===== src/rtl/quad_edge_decoder.sv =====
module quad_edge_decoder #(
  parameter int SYNC_STAGES = 2
) (
  input  logic       clk,
  input  logic       rst_n,
  input  logic       enc_a,
  input  logic       enc_b,
  input  logic [1:0] mode,
  input  logic       gate,
  input  logic       err_clr,
  output logic       cnt_up,
  output logic       cnt_dn,
  output logic       dir,
  output logic       noise_err
);
  localparam logic [1:0] M_PD = 2'b00;
  localparam logic [1:0] M_X1 = 2'b01;
  localparam logic [1:0] M_X2 = 2'b10;
  localparam logic [1:0] M_X4 = 2'b11;
  localparam int TOP = SYNC_STAGES - 1;

  logic [TOP:0] sa, sb;
  logic a_q, b_q;
  logic a_s, b_s, a_chg, b_chg, single, fwd, bad, hit, up_c;

  always_ff @(posedge clk or negedge rst_n) begin
    if (!rst_n) begin
      sa  <= '0;
      sb  <= '0;
      a_q <= 1'b0;
      b_q <= 1'b0;
    end else begin
      sa  <= {sa[TOP-1:0], enc_a};
      sb  <= {sb[TOP-1:0], enc_b};
      a_q <= sa[TOP];
      b_q <= sb[TOP];
    end
  end

  assign a_s    = sa[TOP];
  assign b_s    = sb[TOP];
  assign a_chg  = a_s ^ a_q;
  assign b_chg  = b_s ^ b_q;
  assign single = a_chg ^ b_chg;
  assign fwd    = a_chg ? (a_s ^ b_q) : ~(b_s ^ a_q);
  assign bad    = (mode != M_PD) & a_chg & b_chg;

  always_comb begin
    hit  = 1'b0;
    up_c = fwd;
    case (mode)
      M_PD: begin
        hit  = a_chg & a_s;
        up_c = b_s;
      end
      M_X1: hit = a_chg & ~b_chg & (a_s == fwd);
      M_X2: hit = a_chg & ~b_chg;
      M_X4: hit = single;
      default: hit = 1'b0;
    endcase
  end

  always_ff @(posedge clk or negedge rst_n) begin
    if (!rst_n) begin
      cnt_up    <= 1'b0;
      cnt_dn    <= 1'b0;
      dir       <= 1'b1;
      noise_err <= 1'b0;
    end else begin
      cnt_up <= gate & hit & up_c;
      cnt_dn <= gate & hit & ~up_c;
      if (mode == M_PD)
        dir <= b_s;
      else if (single)
        dir <= fwd;
      if (bad)
        noise_err <= 1'b1;
      else if (err_clr)
        noise_err <= 1'b0;
    end
  end
endmodule


===== config.mk =====
export PLATFORM = sky130hd
export DESIGN_NAME = quad_edge_decoder
export DESIGN_NICKNAME = d
export VERILOG_FILES = /design/src/rtl/quad_edge_decoder.sv
export SDC_FILE = /design/constraint.sdc
export NUM_CORES = 1
export LEC_CHECK = 0
export BUFFER_PORTS_ARGS = -buffer_cell sky130_fd_sc_hd__buf_2
export CORE_AREA = 5 5 42 44
export CTS_CLUSTER_SIZE = 25
export DETAILED_ROUTE_END_ITERATION = 7
export DIE_AREA = 0 0 47 49
export PLACE_DENSITY = 0.56
export SLEW_MARGIN = 20
export SYNTH_ARGS = -nofsm -noshare
export SYNTH_HDL_FRONTEND = slang
export SYNTH_SLANG_ARGS = --single-unit

===== constraint.sdc =====
create_clock -name clk -period 2 [get_ports clk]
set_input_delay 0.2 -clock clk [delete_from_list [all_inputs] [get_ports clk]]
set_output_delay 0.2 -clock clk [all_outputs]
set_load 0.05 [all_outputs]

==> impl.org <==
** Status
- The run finished with clean final reports.

** Logic synthesis
- Counting distinct cell types in the post-synthesis netlist gives 21.
- Mean instance size in the synthesized netlist :: 11.5 µm²
- Sequential cells were found to cover 56.0% of the synthesized design area.
- Post-synthesis instance total :: 39
- Synthesis-stage register bit count :: 10
- During synthesis, Yosys emitted a total of 0 warnings.
- Post-synthesis net count :: 49
- Cell Area, Synth :: 449 µm²

** Layout
- Commonest non-fill, non-tap cells in the layout :: buf_2 (11), dfrtp_1 (9), inv_1 (4)
- Relative to the synthesized area, the layout overhead comes to 28.7%.
- Number of diodes :: 0
- Number of nets in the layout :: 67
- Most common cell after layout, fill and taps aside :: buf_2
- Of the cells placed in the final design, the portion with a size suffix greater than 1 is 32.1%.

** Setup path
- In this run the worst path has a maximum fanout of 4.
- Required time reported for the critical path endpoint :: 2190 ps
- The worst register-to-register path has a depth of 7.
- STA puts the critical path data arrival time at 1970 ps.
- In this run the critical register-to-register path is launched from sa[1]$_DFF_PN0_.
- Critical path launch point type :: flip-flop
- In this run the critical register-to-register path is captured at cnt_dn$_DFF_PN0_.
- Critical setup path kind :: flip-flop to flip-flop
- Worst-case register-to-register setup slack :: 210 ps
- Type of element capturing the critical path :: flip-flop

** Route
- Vias per inst :: 4.53
- Vias :: 326
- After detailed routing, the number of remaining DRC violations is 0.
- Average detailed-routed wire length per instance :: 11.1 µm
- Count of routing violations after the opening detailed-route iteration :: 7
- The final layout contains routed wiring with a total length of 796 µm.
- The detail route stage leaves a number of antenna-violating nets equal to 0.
- The first detailed-routing pass ran for 4 iterations.

** Timing
- The count of endpoints failing hold in the final timing report was 0.
- In the finished design, the share of the clock period the worst path needs comes to 89.3%.
- Count of endpoints failing setup in the final report :: 0
- Derived from the worst setup path, the maximum achievable clock frequency is 560 MHz.
- For the finished layout, the period the worst path requires is 1790 ps.
- Largest clock skew in the final design :: 7.06 ps
- Setup TNS after final layout :: 0 ps
- Pins Over Slew Limit :: 0
- Slew HR :: 83.9%
- Slew at the pin closest to its max-slew limit :: 240 ps
- Setup repair after global routing left no endpoint under its margin.

** Floorplanning
- Core area :: 1400 µm²
- Die ar. :: 2300 µm²
- Number of I/O pins :: 12
- Starting utilization of the core area :: 32.1%
- The floorplan step set the die height to 49 µm.
- Floorplan die width :: 47 µm
- Num rows :: 14

** Pwr
- Across the VDD grid, the largest voltage drop is 0.525 mV.
- Combinational cells account for 23.1% of the total power.
- Fraction of power spent switching nets :: 29.1%
- In this run, the clock network consumes 33.2% of the power.
- Registers are responsible for 43.7% of the overall power.
- Cell internal power was estimated by the tool at 0.377 mW.
- Total leakage power :: 0.287 nW
- Power after layout :: 0.533 mW
- For this design the ratio of total power to cell area is 921 nW/µm².
- Power dissipated by switching net loads :: 0.155 mW

** Place
- The wire-length estimate of the detail-placed layout is 611 µm.
- Input and output buffers added on the ports amount to 11.
- Routability cong. :: 0.767

** Worst hold path
- Classification of the worst-slack hold path :: primary input to flip-flop
- Start point of the worst min-delay path :: enc_b
- Along the worst hold path, the cell count comes to 1.
- For hold timing, the worst endpoint is sb[0]$_DFF_PN0_.

** Clocking
- After clock tree synthesis, the clock-pin slew on the worst setup and hold paths is 70 ps.
- Clock Path Buffers :: 2
- Count of hold-fix buffers inserted at cts :: 1
- Count of H-tree levels built during CTS :: 1
- TritonCTS clock tree :: built
- Clock tree root driver cell :: clkbuf_4
- The clock drives 10 sinks.
- Setup Buffers After CTS :: 0
- At the later pin of the worst-skew pair, clock insertion delay measures 260 ps.
- Counting the buffers created by CTS gives 3.
- After clock tree synthesis, the repair step resized 0 gates.

** Global routing
- Via count of the first global-routing pass :: 284
- The initial antenna violation count is 0.
- Entering global routing, the biggest net connects 11 pins.
- GRT Residual Overflow :: 0
- Overall global routing resource usage :: 8.22%
- Wire length of the first global-routing pass :: 1290 µm

** Run
- The tool flagged a number of max-cap violations equal to 0.
[cells by family after synthesis]
| family | Yosys count | share of synthesized area (%) |
|---|---|---|
| simple gates | 11 | 12.5 |
| flops | 10 | 56.0 |
| compound gates | 9 | 13.4 |
| buf+inv | 4 | 3.34 |
| xor+xnor | 3 | 9.19 |
| fa+ha+maj | 2 | 5.57 |
[cells in the mapped netlist]
library cell	instances	area share, %
nand3_1	1	1.1
ha_1	2	5.6
nor2b_1	2	2.8
xor3_1	1	5.3
o21ai_0	2	2.2
xnor2_1	1	2.0
a221o_1	1	2.2
a311oi_1	1	2.0
nor2_1	3	2.5
dfrtp_1	9	50
nand4_1	1	1.4
dfstp_2	1	5.9
o21a_1	1	1.7
a21oi_1	2	2.2
xor2_1	1	2.0
inv_1	4	3.3
nand2_1	2	1.7
or2_2	1	1.4
o32ai_1	1	2.0
nand3b_1	1	1.7
o21ai_1	1	1.1
[flip-flops by register name, indices dropped and copies added, names as in the netlist]
signal	flops
noise_err	1
sb	2
b_q	1
sa	2
dir	1
a_q	1
cnt_dn	1
cnt_up	1
[how the worst max path moves through the flow]
stage,start,to,slack (ps),cells past startpoint
finish,sa[1]$_DFF_PN0_,cnt_dn$_DFF_PN0_,210,7
global route,a_q$_DFF_PN0_,cnt_dn$_DFF_PN0_,110,8
CTS,sa[1]$_DFF_PN0_,cnt_dn$_DFF_PN0_,210,7
detailed placement,sa[1]$_DFF_PN0_,cnt_dn$_DFF_PN0_,230,7
global placement,sa[1]$_DFF_PN0_,cnt_dn$_DFF_PN0_,240,7
floorplan,sa[1]$_DFF_PN0_,cnt_up$_DFF_PN0_,260,7
[stage by stage]
stage                     area (µm²)  utilization, %  hold WS, ps  instances  setup WS [ps]
after detailed placement         532            37.9         65.2         67            233
after global placement           532            37.9         68.3         67            238
after global routing             578            41.3         21.6         72            110
after floorplan                  449               -        -95.6         39            265
after CTS                        578            41.3         26.4         72            213
final                            578            41.3         39.2         72            213
[final cells by class]
cell class,count,area [µm²]
clock buffer,4,36.3
tap,16,20.0
sequential,10,251
fill,143,823
multi-input combinational,25,183
timing repair buffer,13,72.6
inverter,4,15.0
[worst max-delay path, stage by stage (launching register included)]
cell	delay [ps]
dfrtp_1	430
ha_1	310
inv_1	50
ha_1	320
nand2_1	70
o21ai_0	80
a221o_1	320
nor2_1	150
[power groups by stage]
stage / Combinational (mW) / Clock (mW) / Sequential [mW]
6_report: 0.123 / 0.177 / 0.233
5_1_grt: 0.134 / 0.195 / 0.236
4_1_cts: 0.124 / 0.185 / 0.233
3_5_place_dp: 0.122 / 0 / 0.237
3_3_place_gp: 0.123 / 0 / 0.237
2_1_floorplan: 0.0468 / 0 / 0.277
[routing by layer]
metal  global-route usage (%)  part of all wire (%)  vias to the layer above
met1                     11.5                    50                      148
met3                     3.32                   6.0                        2
met4                     6.91                  0.75                        0
met5                        0                     0                        -
met2                     9.28                    43                        6
li1                         -                     -                      170
(Power assumes the default switching activity.)
